`src/rtl/isc_pkg.sv`:
```
`timescale 1ns/1ps
package isc_pkg;
    typedef logic [7:0] prio_t;
    localparam prio_t PRIO_OFF = 8'hFF;

    typedef struct packed {
        logic asserted;
        logic sent;
        logic rejected;
        logic mpend;
        logic req;
    } src_flags_t;
endpackage

```
`src/rtl/isc_source.sv`:
```
`timescale 1ns/1ps
module isc_source
    import isc_pkg::*;
#(
    parameter bit IS_LSI = 1'b0,
    parameter int SRV_W  = 4
) (
    input  logic             clk,
    input  logic             rst_n,
    input  logic             lvl_i,
    input  logic             rej_i,
    input  logic             eoi_i,
    input  logic             cfg_we_i,
    input  logic [SRV_W-1:0] cfg_server_i,
    input  prio_t            cfg_prio_i,
    input  prio_t            cfg_saved_i,
    input  logic             scan_i,
    input  logic             grant_i,
    output logic             req_o,
    output logic [SRV_W-1:0] server_o,
    output prio_t            prio_o
);
    typedef struct packed {
        logic [SRV_W-1:0] server;
        prio_t            prio;
        prio_t            saved;
        src_flags_t       f;
    } src_state_t;

    src_state_t d, q;

    always_comb begin
        d = q;
        d.f.req = q.f.req & ~grant_i;
        if (rej_i) begin
            if (IS_LSI) d.f.sent = 1'b0;
            else        d.f.rejected = 1'b1;
        end
        if (eoi_i && IS_LSI) d.f.sent = 1'b0;
        if (cfg_we_i) begin
            d.server = cfg_server_i;
            d.prio   = cfg_prio_i;
            d.saved  = cfg_saved_i;
            if (cfg_prio_i == PRIO_OFF && d.f.req) begin
                d.f.req = 1'b0;
                if (IS_LSI) d.f.sent  = 1'b0;
                else        d.f.mpend = 1'b1;
            end
        end
        if (IS_LSI) begin
            d.f.asserted = lvl_i;
            if ((cfg_we_i || scan_i || (lvl_i != q.f.asserted)) &&
                d.prio != PRIO_OFF && d.f.asserted && !d.f.sent) begin
                d.f.sent = 1'b1;
                d.f.req  = 1'b1;
            end
        end else begin
            if (lvl_i) begin
                if (d.prio == PRIO_OFF) d.f.mpend = 1'b1;
                else                    d.f.req   = 1'b1;
            end
            if (cfg_we_i && d.f.mpend && d.prio != PRIO_OFF) begin
                d.f.mpend = 1'b0;
                d.f.req   = 1'b1;
            end
            if (scan_i && d.f.rejected) begin
                d.f.rejected = 1'b0;
                if (d.prio != PRIO_OFF) d.f.req = 1'b1;
            end
        end
    end

    always_ff @(posedge clk) begin
        if (!rst_n) begin
            q.server <= '0;
            q.prio   <= PRIO_OFF;
            q.saved  <= PRIO_OFF;
            q.f      <= '0;
        end else begin
            q <= d;
        end
    end

    assign req_o    = q.f.req;
    assign server_o = q.server;
    assign prio_o   = q.prio;
endmodule

```
`src/rtl/isc_pick.sv`:
```
`timescale 1ns/1ps
module isc_pick #(
    parameter int NSRC  = 8,
    parameter int IDX_W = 3
) (
    input  logic [NSRC-1:0]  req_i,
    output logic             valid_o,
    output logic [IDX_W-1:0] idx_o
);
    always_comb begin
        valid_o = |req_i;
        idx_o   = '0;
        for (int i = NSRC - 1; i >= 0; i--) begin
            if (req_i[i]) idx_o = IDX_W'(i);
        end
    end
endmodule

```
`src/rtl/isc_scan.sv`:
```
`timescale 1ns/1ps
module isc_scan #(
    parameter int NSRC  = 8,
    parameter int IDX_W = 3
) (
    input  logic             clk,
    input  logic             rst_n,
    input  logic             start_i,
    output logic             busy_o,
    output logic [IDX_W-1:0] ptr_o
);
    localparam logic [IDX_W-1:0] LAST = IDX_W'(NSRC - 1);

    typedef struct packed {
        logic             busy;
        logic [IDX_W-1:0] ptr;
    } scan_t;

    scan_t d, q;

    always_comb begin
        d = q;
        if (q.busy) begin
            if (q.ptr == LAST) d.busy = 1'b0;
            else               d.ptr  = q.ptr + 1'b1;
        end else if (start_i) begin
            d.busy = 1'b1;
            d.ptr  = '0;
        end
    end

    always_ff @(posedge clk) begin
        if (!rst_n) q <= '0;
        else        q <= d;
    end

    assign busy_o = q.busy;
    assign ptr_o  = q.ptr;
endmodule

```
`src/rtl/isc_bank.sv`:
```
`timescale 1ns/1ps
module isc_bank
    import isc_pkg::*;
#(
    parameter int              NSRC    = 8,
    parameter int              BASE    = 'h1000,
    parameter int              NUM_W   = 16,
    parameter int              SRV_W   = 4,
    parameter logic [NSRC-1:0] LSI_MAP = 8'hF0,
    localparam int             IDX_W   = (NSRC > 1) ? $clog2(NSRC) : 1
) (
    input  logic             clk,
    input  logic             rst_n,
    input  logic [NSRC-1:0]  src_in,
    input  logic             cfg_we,
    input  logic [IDX_W-1:0] cfg_idx,
    input  logic [SRV_W-1:0] cfg_server,
    input  logic [7:0]       cfg_prio,
    input  logic [7:0]       cfg_saved,
    input  logic             rej_valid,
    input  logic [NUM_W-1:0] rej_num,
    input  logic             eoi_valid,
    input  logic [NUM_W-1:0] eoi_num,
    input  logic             resend_req,
    output logic             resend_busy,
    output logic             offer_valid,
    output logic [NUM_W-1:0] offer_num,
    output logic [SRV_W-1:0] offer_server,
    output logic [7:0]       offer_prio
);
    localparam logic [NUM_W-1:0] BASE_N = NUM_W'(BASE);
    localparam logic [NUM_W-1:0] NSRC_N = NUM_W'(NSRC);

    logic [NUM_W-1:0] rej_rel, eoi_rel;
    logic             rej_in, eoi_in;
    logic [IDX_W-1:0] pick_idx, scan_ptr;
    logic [NSRC-1:0]  req_vec;
    logic [SRV_W-1:0] srv_arr  [NSRC];
    prio_t            prio_arr [NSRC];

    assign rej_rel = rej_num - BASE_N;
    assign eoi_rel = eoi_num - BASE_N;
    assign rej_in  = rej_valid && (rej_num >= BASE_N) && (rej_rel < NSRC_N);
    assign eoi_in  = eoi_valid && (eoi_num >= BASE_N) && (eoi_rel < NSRC_N);

    isc_scan #(.NSRC(NSRC), .IDX_W(IDX_W)) u_scan (
        .clk(clk), .rst_n(rst_n), .start_i(resend_req),
        .busy_o(resend_busy), .ptr_o(scan_ptr)
    );

    isc_pick #(.NSRC(NSRC), .IDX_W(IDX_W)) u_pick (
        .req_i(req_vec), .valid_o(offer_valid), .idx_o(pick_idx)
    );

    for (genvar i = 0; i < NSRC; i++) begin : g_src
        localparam logic [IDX_W-1:0] ME = IDX_W'(i);
        isc_source #(.IS_LSI(LSI_MAP[i]), .SRV_W(SRV_W)) u_src (
            .clk(clk), .rst_n(rst_n),
            .lvl_i(src_in[i]),
            .rej_i(rej_in && rej_rel[IDX_W-1:0] == ME),
            .eoi_i(eoi_in && eoi_rel[IDX_W-1:0] == ME),
            .cfg_we_i(cfg_we && cfg_idx == ME),
            .cfg_server_i(cfg_server),
            .cfg_prio_i(cfg_prio),
            .cfg_saved_i(cfg_saved),
            .scan_i(resend_busy && scan_ptr == ME),
            .grant_i(offer_valid && pick_idx == ME),
            .req_o(req_vec[i]),
            .server_o(srv_arr[i]),
            .prio_o(prio_arr[i])
        );
    end

    assign offer_num    = BASE_N + NUM_W'(pick_idx);
    assign offer_server = srv_arr[pick_idx];
    assign offer_prio   = prio_arr[pick_idx];
endmodule

```
`config.mk`:
```
export PLATFORM = sky130hd
export DESIGN_NAME = isc_bank
export DESIGN_NICKNAME = d
export VERILOG_FILES = /design/src/rtl/isc_pkg.sv /design/src/rtl/isc_source.sv /design/src/rtl/isc_pick.sv /design/src/rtl/isc_scan.sv /design/src/rtl/isc_bank.sv
export SDC_FILE = /design/constraint.sdc
export NUM_CORES = 1
export LEC_CHECK = 0
export BUFFER_PORTS_ARGS = -buffer_cell sky130_fd_sc_hd__buf_2
export CELL_PAD_IN_SITES_DETAIL_PLACEMENT = 1
export CELL_PAD_IN_SITES_GLOBAL_PLACEMENT = 2
export CORE_MARGIN = 10
export CORE_UTILIZATION = 35
export CTS_CLUSTER_DIAMETER = 80
export DETAILED_ROUTE_END_ITERATION = 10
export PLACE_DENSITY = 0.95
export SETUP_SLACK_MARGIN = 0.4
export SYNTH_ARGS = -nofsm -noshare
export SYNTH_HDL_FRONTEND = slang
export SYNTH_SLANG_ARGS = --single-unit
```
`constraint.sdc`:
```
create_clock -name clk -period 3.95 [get_ports clk]
set_clock_uncertainty 0.15 [all_clocks]
set_input_delay 0.395 -clock clk [delete_from_list [all_inputs] [get_ports clk]]
set_output_delay 0.395 -clock clk [all_outputs]
set_load 0.005 [all_outputs]
```
[Word level (Yosys, flattened, before mapping)]
Cells that the tools add are included.
Storage, ports and cells
  logic and storage cells: 320
  input bits: 69
  register bits after elaboration: 188
  output and inout bits: 30
Cells by class
  multiplexer cells: 94
  $lt $le $gt $ge: 5
  equality and inequality tests: 50
  $add $sub $neg: 4
  reduce and logical (&&, ||, !) cells: 99
  bitwise logic cells: 18
Operators by type and width (count)
  $mux 16: 8
  $logic_and 1x1->1: 72
  $ne 8x8->1 const B: 8
  $eq 3x3->1 const B: 20
  $mux 1: 53
  $eq 8x8->1 const B: 5
  $ge 16x13->1 const B: 2
  $lt 16x4->1 const B: 2
  $mux 2: 16
  $sub 16x13->16 const B: 2
  $mux 3: 9
  $bmux 8 s3: 1
  $eq 3x2->1 const B: 8
  $mux 4: 4
  $mux 8: 2
  $reduce_or 2->1: 8
  $add 13x3->14 const A: 1
  $bmux 4 s3: 1
  $eq 3x1->1 const B: 4
  $logic_not 3->1: 4
  $not 1->1: 9
  $and 1x1->1: 8
  $logic_or 1x1->1: 8
  $reduce_or 8->1: 1
  8 further kinds: 14

[Depth between registers and ports, before layout]
Gate-level depths: netlist of the first run.
  word-level depth: 22
  mapped depth: 9
  depth with buffers taken out: 8

[Hierarchy]
From an unflattened synthesis of the first run, not the netlist that was laid out.
Second synthesis, totals
  cells, all modules: 780
  area, all modules: 7440.9 um^2
Modules (own cells, without submodules)
  isc_source at g_src[0].u_src ...: times used 4, seq. area each 300.3 um^2, area each 738.2 um^2, cells an instance 75
  isc_source at g_src[4].u_src ...: times used 4, seq. area each 300.3 um^2, area each 718.2 um^2, cells an instance 76
  isc_bank: times used 1, seq. area each 0.0 um^2, area each 1338.8 um^2, cells an instance 145
  isc_scan: times used 1, seq. area each 80.1 um^2, area each 195.2 um^2, cells an instance 18
  isc_pick: times used 1, seq. area each 0.0 um^2, area each 81.3 um^2, cells an instance 13

[Worst setup path before layout of the first run]
Ideal clock, no wire load.
  path type: register to output
  start point: register g_src[1].u_src.q, in the netlist g_src[1].u_src.req_o
  end point: output offer_prio[5]
  slack: 1.460 ns
  arrival time: 1.945 ns
  cell stages (with the launch flop): 9
  data required time: 3.405 ns
  buffers on the path: 2
  path through: dfxtp_1 -> buf_6 -> or4_4 -> a21o_1 -> buf_6 -> a221o_1 -> a21o_1 -> o22a_1 -> a41o_1
Between the ends
  word-level cells in the longest chain between the ends: 6
RTL lines
  start, declared: line isc_source.sv:30  | src_state_t d, q;
  $mux 3 (2 in series): line isc_pick.sv:14  | if (req_i[i]) idx_o = IDX_W'(i);
  $not 3->4 (implied by the code): line isc_bank.sv:76  | assign offer_prio = prio_arr[pick_idx];
  $bmux 8 s3: line isc_bank.sv:76
  $mux 8 (implied by the code) (2 in series): line isc_bank.sv:76
  end, declared: line isc_bank.sv:29  | output logic [7:0] offer_prio
No other way between the ends. The select of a mux whose other input is x is not followed.

[Worst setup path after layout of the first run]
  start point: register g_src[3].u_src.q, in the netlist g_src[3].u_src.req_o
  end point: output offer_server[1]
Between the ends
  word-level cells in the longest chain between the ends: 8
RTL lines
  start, declared: line isc_source.sv:30
  $mux 3 (4 in series): line isc_pick.sv:14
  $not 3->4 (implied by the code): line isc_bank.sv:75  | assign offer_server = srv_arr[pick_idx];
  $bmux 4 s3: line isc_bank.sv:75
  $mux 4 (implied by the code) (2 in series): line isc_bank.sv:75
  end, declared: line isc_bank.sv:28  | output logic [SRV_W-1:0] offer_server,
No other way between the ends. The select of a mux whose other input is x is not followed.

==> results_dict.tcl, run 1 <==
set metrics [dict create \
    root_buffer "clkbuf_16" \
    antenna_found_initial 0 \
    synth-edff-count 0 \
    routedWlPerCell_um 21.0 \
    num-nets-final 961 \
    p_leak_nw 3.12 \
    ys.flop_type "dfxtp_1" \
    htreeDepth 4 \
    fill_cells 2164 \
    slew_violations 0 \
    area_growth_pct 18.5 \
    synth_area_sq_um 6150 \
    yosysSeqAreaShare 0.404 \
    detail_route.vias_per_cell 5.66 \
    clk_pin_slew_ps 60 \
    critPathKind "flop to output port" \
    clock_path_buffers 2 \
    clk_latency_ps 430 \
    hold_end "g_src[7].u_src.q[4]" \
    die_x_um 153 \
    final_cell_mix "nand2_1, dfxtp_1, nand3_1" \
    final_common_cell "nand2_1" \
    dr.first_iter.drc_count 401 \
    ant_nets 0 \
    first_pass_iters 5 \
    synthXorXnorAreaFrac 0 \
    min-delay-start "src_in[7]" \
    avgSynthCellArea_sq_um 7.40 \
    synth_top_family_by_area "simple AND/OR/NAND/NOR gates" \
    hpwl_um 16800 \
    cts_made_buffers 17 \
    hold_class "input port to flop" \
    multiInputGateArea_sq_um 3340 \
    track_usage 0.200 \
    grt_overflow_total 0 \
    drc 0 \
    vias 6361 \
    synth-seq-cells 124 \
    slew_headroom 0.362 \
    final_area_sq_um 7290 \
    dp_slack_ps 756 \
    rr_endpoint "g_src[7].u_src.req_o" \
    status "finished, final reports clean" \
    irDropWorstVdd_mv 0.364 \
    start_util 0.357 \
    ys_warn_count 0 \
    r2r_slack_ps 1630 \
    cts_hold_buf 0 \
    final.setup.tns_ps 0 \
    synthArstFlopShare 0 \
    reg2reg_depth 5 \
    setup_violations 0 \
    pwr_density_cell_nw_per_um2 516 \
    whs_ps 27.2 \
    fmax_mhz 295 \
    grt_pass1_wl_um 37100 \
    synth_fa_ha_area_frac 0.0122 \
    r2r_start "g_src[5].u_src.req_o" \
    synth_compound_area_frac 0.180 \
    final_cells 1124 \
    postLayoutSetupSlackWorst_ps 558 \
    slowest_delay_ps 600 \
    gp_routability_congestion 0.891 \
    worstSetupStartpointType "flop" \
    regArea_sq_um 2480 \
    place_inst 1090 \
    drive_gt1_frac 0.169 \
    cp_top_family "simple AND/OR/NAND/NOR gates" \
    critPathMaxFanout 12 \
    ios 99 \
    drv_cap 0 \
    syn_inst 831 \
    synth_cell_types 66 \
    fin_crit_ps 3390 \
    cp.required_ps 3400 \
    hold_depth 2 \
    placed_area_sq_um 6660 \
    die_area_sq_um 23300 \
    cts_tree "done" \
    numClockSinks 124 \
    drt-total-wl_um 23600 \
    grt_pass1_vias 6516 \
    worst_pin_slew_ps 954 \
    diodes 0 \
    fp.dieH_um 153 \
    rsz0062_at_grt "false" \
    hold_viol_final 0 \
    coreArea_sq_um 17200 \
    critical_path.slowest_cell "or4_4" \
    arrival_ps 2850 \
    synthMuxAreaShare 0.00366 \
    critical_path_buf_inv_count 3 \
    crit_chain "or4_4, a21o_2, inv_1, buf_4, nand2_1, a221oi_1, a21oi_1, buf_2" \
    io_buffers 77 \
    grt_max_degree 85 \
    fin_crit_sh 0.859 \
    rows 48 \
    end_kind "output port" \
    yosys.area_share.simple 0.332 \
]
cell usage after synthesis (7+ instances only):
master | number | area, sq um
a21oi_1 | 65 | 325
a221o_1 | 9 | 90.1
a221oi_1 | 8 | 70.1
a31oi_1 | 8 | 50.1
and2_1 | 7 | 43.8
buf_2 | 7 | 35.0
buf_4 | 14 | 105
clkbuf_1 | 45 | 169
dfxtp_1 | 124 | 2480
inv_1 | 14 | 52.6
nand2_1 | 244 | 916
nand2b_1 | 9 | 56.3
nand3_1 | 78 | 390
nand4_1 | 26 | 163
nor2_1 | 35 | 131
nor3_1 | 7 | 35.0
o21ai_0 | 10 | 50.1
cell type report:
| class | count | area share |
|---|---|---|
| Clock buffer | 26 | 0.0712 |
| Clock inverter | 6 | 0.00790 |
| Inverter | 16 | 0.00824 |
| Multi-Input combinational cell | 630 | 0.458 |
| Sequential cell | 124 | 0.341 |
| Tap cell | 225 | 0.0386 |
| Timing Repair Buffer | 97 | 0.0752 |
power breakdown:
group	switching, W	internal (W)
clock	0.000578	0.000960
combinational	0.000528	0.000338
sequential	0.0000504	0.00130
total	0.00116	0.00260
flip-flops by register name (all words and copies together), names as in the netlist:
signal                flops
g_src.u_src.q            16
u_scan.ptr_o              3
g_src.u_src.server_o     32
u_scan.busy_o             1
g_src.u_src.req_o         8
g_src.u_src.prio_o       64
metrics by stage:
stage / total power [W] / util
global placement: 0.00219 / 0.386
global route: 0.00392 / 0.423
CTS: 0.00376 / 0.421
detailed placement: 0.00220 / 0.386
floorplan: 0.00189 / -
finish: 0.00376 / 0.423
worst max-delay path by stage:
stage                      end  depth (start not counted)            startpoint
2_1_floorplan    offer_prio[5]                          8  g_src[1].u_src.req_o
3_3_place_gp     offer_prio[4]                          8  g_src[3].u_src.req_o
3_5_place_dp     offer_prio[4]                          8  g_src[3].u_src.req_o
4_1_cts          offer_prio[4]                          7  g_src[5].u_src.req_o
5_1_grt        offer_server[3]                          8  g_src[3].u_src.req_o
6_report       offer_server[1]                          8  g_src[3].u_src.req_o
cells by family (layout without fill, tap and decap cells):
group           Yosys count  in the layout
compound gates          161            161
fa+ha+maj                 6              6
buf+inv                  88            145
flops                   124            124
mux                       2              2
other cells               2             13
simple gates            448            448
routing by layer:
layer	vias up	share of wire	track usage
met1	3131	0.46	0.261
li1	2998	-	-
met4	0	0.020	0.0663
met3	41	0.057	0.0494
met2	191	0.46	0.314
met5	-	0	0
what timing repair did:
action / 4_1_cts / 5_1_grt
setup buffers: 2 / 0
cloned: 0 / 0
setup endpoints to repair: 4 / 8
pin swaps: 1 / 0
resized for setup: 1 / 5
Note: power is estimated with default switching activity, not from simulation.
==> run 2, diff against run 1 <==
BUFFER_PORTS_ARGS = -buffer_cell sky130_fd_sc_hd__buf_4   (was -buffer_cell sky130_fd_sc_hd__buf_2)
==> run 2 against run 1 <==
  * Final area grew 2.1%
  * Non-clock buffer count grew 2
  * Fmax grew 1.3%
==> results_dict.tcl, run 2 (synthesized netlist as in run 1, its figures left out) <==
set metrics [dict create \
    status "finished, final reports clean" \
    cts_tree "done" \
    start_util 0.357 \
    hpwl_um 16800 \
    hold_viol_final 0 \
    clk_pin_slew_ps 60 \
    fin_crit_ps 3350 \
    io_buffers 77 \
    worst_pin_slew_ps 923 \
    final_cell_mix "nand2_1, dfxtp_1, buf_4" \
    r2r_slack_ps 1590 \
    rsz0062_at_grt "false" \
    final_cells 1124 \
    clk_latency_ps 430 \
    cts_made_buffers 17 \
    track_usage 0.200 \
    fin_util 0.432 \
    irDropWorstVdd_mv 0.328 \
    routedWlPerCell_um 21.2 \
    die_x_um 153 \
    area_growth_pct 21.1 \
    worstSetupStartpointType "flop" \
    setup_violations 0 \
    r2r_start "g_src[0].u_src.req_o" \
    die_area_sq_um 23300 \
    rr_endpoint "g_src[6].u_src.req_o" \
    ios 99 \
    critPathKind "flop to output port" \
    hold_class "input port to flop" \
    power.total_w 0.00376 \
    antenna_found_initial 0 \
    fp.dieH_um 153 \
    cts_hold_buf 0 \
    pwr_density_cell_nw_per_um2 505 \
    coreArea_sq_um 17200 \
    drive_gt1_frac 0.167 \
    arrival_ps 2800 \
    numClockSinks 124 \
    ant_nets 0 \
    fmax_mhz 299 \
    rows 48 \
    first_pass_iters 7 \
    p_leak_nw 3.17 \
    slew_headroom 0.383 \
    endpoint "offer_prio[7]" \
    gp_routability_congestion 0.891 \
    final.setup.tns_ps 0 \
    detail_route.vias_per_cell 5.72 \
    grt_overflow_total 0 \
    met3RoutedLength_um 1460 \
    dr.first_iter.drc_count 472 \
    largest_register_ff_count 64 \
    root_buffer "clkbuf_16" \
    grt_pass1_wl_um 37300 \
    place_inst 1092 \
    final_common_cell "nand2_1" \
    htreeDepth 4 \
    grt_max_degree 85 \
    drv_cap 0 \
    diodes 0 \
    end_kind "output port" \
    clock_path_buffers 2 \
    startpoint "g_src[7].u_src.req_o" \
    drc 0 \
    reg2reg_depth 7 \
    vias 6428 \
    wl_met2_um 11000 \
    cp.required_ps 3400 \
    dr.max_layer_used "met4" \
    critPathMaxFanout 10 \
    drt-total-wl_um 23800 \
    wl_met1_um 10900 \
    slew_violations 0 \
    num-nets-final 963 \
    fin_crit_sh 0.848 \
    grt_pass1_vias 6564 \
]
[run 2: where the power goes]
group	total (W)	internal [W]	switching (W)
combinational	0.000910	0.000382	0.000528
sequential	0.00135	0.00130	0.0000503
clock	0.00149	0.000919	0.000573
total	0.00376	0.00260	0.00115
[run 2: stage by stage]
stage,setup WS (ps),instance area [sq um],hold WS [ps]
after floorplan,1460,6190,286
after global placement,965,6870,292
after detailed placement,936,6870,299
after CTS,455,7420,20.3
after global routing,469,7440,30.0
final,601,7440,27.6
[run 2: worst min-delay path by stage]
stage	start	endpoint	cells after the start
after floorplan	g_src[4].u_src.server_o[1]	g_src[4].u_src.server_o[1]	2
after global placement	g_src[4].u_src.server_o[0]	g_src[4].u_src.server_o[0]	2
after detailed placement	g_src[6].u_src.server_o[0]	g_src[6].u_src.server_o[0]	2
after CTS	src_in[7]	g_src[7].u_src.q[4]	2
after global routing	src_in[5]	g_src[5].u_src.q[4]	2
final	src_in[7]	g_src[7].u_src.q[4]	2
[run 2: critical path, stage by stage, from the launching register on]
cell	delay (ps)
dfxtp_1	410
nor2b_1	290
o311a_1	340
nor4_4	50
buf_4	180
buf_4	150
and2_1	160
or4_1	500
o221a_2	160
buf_4	140
[run 2: what timing repair did]
item	in CTS	in global routing
setup buffers	0	2
gates resized for setup	0	2
endpoints found under the setup margin	0	4
[run 2: final cells by class]
type,instances,area [sq um]
Multi-Input combinational cell,630,3320
Fill cell,2150,9790
Clock inverter,7,65.1
Tap cell,225,282
Timing Repair Buffer,99,743
Sequential cell,124,2480
Inverter,16,60.1
Clock buffer,23,488
[run 2: layer usage]
| layer | track usage | vias to the layer above |
|---|---|---|
| met5 | 0 | - |
| met2 | 0.319 | 203 |
| met3 | 0.0533 | 32 |
| li1 | - | 2996 |
| met4 | 0.0527 | 0 |
| met1 | 0.261 | 3197 |
==> run 3, diff against run 2 <==
CORE_UTILIZATION = 32   (was 35)
PLACE_DENSITY = 0.91   (was 0.95)
clock period = 3.1 ns   (was 3.95 ns; I/O delays follow)
==> run 3 against run 2 <==
  * Cell count is 6.0% higher
  * Worst setup slack got worse by 520 ps
  * Global-route usage rose by 0.15 points
  * Clock power increased by 29%
  * Worst hold slack improved by 2.8 ps
  * Register-to-register slack lost 760 ps
  * Die area increased by 8.1%
  * Critical path depth decreased by 2
  * Largest power group unchanged
==> results_dict.tcl, run 3 (synthesized netlist as in run 1, its figures left out) <==
set metrics [dict create \
    p_leak_nw 3.37 \
    setup_violations 0 \
    hold_class "input port to flop" \
    postLayoutSetupSlackWorst_ps 83.2 \
    hold_viol_final 0 \
    grt_max_degree 85 \
    rsz0062_at_grt "true" \
    irDropWorstVdd_mv 0.456 \
    track_usage 0.201 \
    detail_route.vias_per_cell 5.55 \
    start_util 0.327 \
    critPathMaxFanout 7 \
    grt_pass1_vias 6960 \
    worstSetupStartpointType "flop" \
    end_kind "output port" \
    slew_headroom 0.400 \
    cts_made_buffers 17 \
    status "finished, final reports clean" \
    rows 50 \
    clk_latency_ps 430 \
    vias 6608 \
    io_buffers 77 \
    dr.first_iter.drc_count 536 \
    die_x_um 159 \
    fp.dieH_um 159 \
    drt-total-wl_um 25300 \
    ios 99 \
    first_pass_iters 5 \
    num-nets-final 993 \
    ant_nets 0 \
    drv_cap 0 \
    area_growth_pct 29.5 \
    drive_gt1_frac 0.224 \
    worst_pin_slew_ps 900 \
    clock_path_buffers 2 \
    clk_pin_slew_ps 60 \
    htreeDepth 4 \
    coreArea_sq_um 18800 \
    largest_register_ff_count 64 \
    slew_violations 0 \
    routedWlPerCell_um 21.3 \
    diodes 0 \
    whs_ps 30.4 \
    fmax_mhz 331 \
    fin_crit_sh 0.973 \
    critPathKind "flop to output port" \
    cp.required_ps 2640 \
    dp_slack_ps 245 \
    arrival_ps 2560 \
    numClockSinks 124 \
    power.total_w 0.00506 \
    drc 0 \
    grt_pass1_wl_um 38900 \
    fin_crit_ps 3020 \
    cts_tree "done" \
    die_area_sq_um 25200 \
    hpwl_um 17400 \
    antenna_found_initial 0 \
    gp_routability_congestion 0.920 \
    pwr_density_cell_nw_per_um2 636 \
    final_cell_mix "nand2_1, buf_4, dfxtp_1" \
    final.setup.tns_ps 0 \
    root_buffer "clkbuf_16" \
    final_common_cell "nand2_1" \
    grt_overflow_total 0 \
]
==> run 3: cell types whose count changed in the layout (fill, tap and decap cells not counted), moves of 3 or more <==
cell           previous run  this run
dfxtp_4                   0         6
dlygate4sd3_1             0         5
a21oi_2                   0         4
nor2_1                   35        32
a21oi_1                  65        59
buf_4                    99       117
dfxtp_1                 123       116
buf_6                     0         5
==> run 3: path summary, 6_finish.rpt <==
path	start	end	slack (ps)	depth (start not counted)
worst min register to register	g_src[5].u_src.server_o[0]	g_src[5].u_src.server_o[0]	310	2
worst max-delay path	g_src[3].u_src.req_o	offer_prio[5]	80	7
worst max register to register	g_src[0].u_src.req_o	g_src[6].u_src.req_o	830	7
worst min-delay path	cfg_server[2]	g_src[4].u_src.server_o[2]	30	3
==> run 3: repair_timing <==
item | CTS | global route
buffers inserted | 17 | 2
endpoints found under the setup margin | 13 | 12
resized for setup | 48 | 11
pin swaps | 7 | 3
hold buffers | 5 | 0
endpoints found under the hold margin | 5 | 0
==> run 3: where the power goes <==
group          internal [W]  leakage (nW)  switching (W)
clock               0.00118         0.277       0.000745
combinational      0.000640          2.07       0.000763
sequential          0.00166          1.02      0.0000732
==> run 3: per-layer routing <==
metal  track usage  wire, um  vias to the layer above
li1              -         -                     3061
met1         0.255     11400                     3277
met2         0.332     11900                      232
met3        0.0353      1490                       38
met4        0.0798       550                        0
met5             0         0                        -
==> run 3: metrics by stage <==
step | utilization | cells | area, sq um
after CTS | 0.419 | 1189 | 7890
after global routing | 0.423 | 1191 | 7960
after global placement | 0.370 | 1135 | 6970
after detailed placement | 0.370 | 1135 | 6970
final | 0.423 | 1191 | 7960
after floorplan | - | 842 | 6190
==> run 3: area by class of cell <==
class | count | area, sq um
Sequential cell | 124 | 2510
Inverter | 16 | 61.3
Timing Repair Buffer | 129 | 1020
Multi-Input combinational cell | 630 | 3490
Tap cell | 260 | 325
Clock buffer | 25 | 495
Fill cell | 2310 | 10900
Clock inverter | 7 | 62.6
==> run 3: worst max-delay path, cell delays in order (launching register included) <==
cell and delay [ps]:
dfxtp_4 370, or4_4 560, a21o_4 230, a221o_1 280, a21o_1 170, o22a_1 150, a41o_1 250, buf_6 130
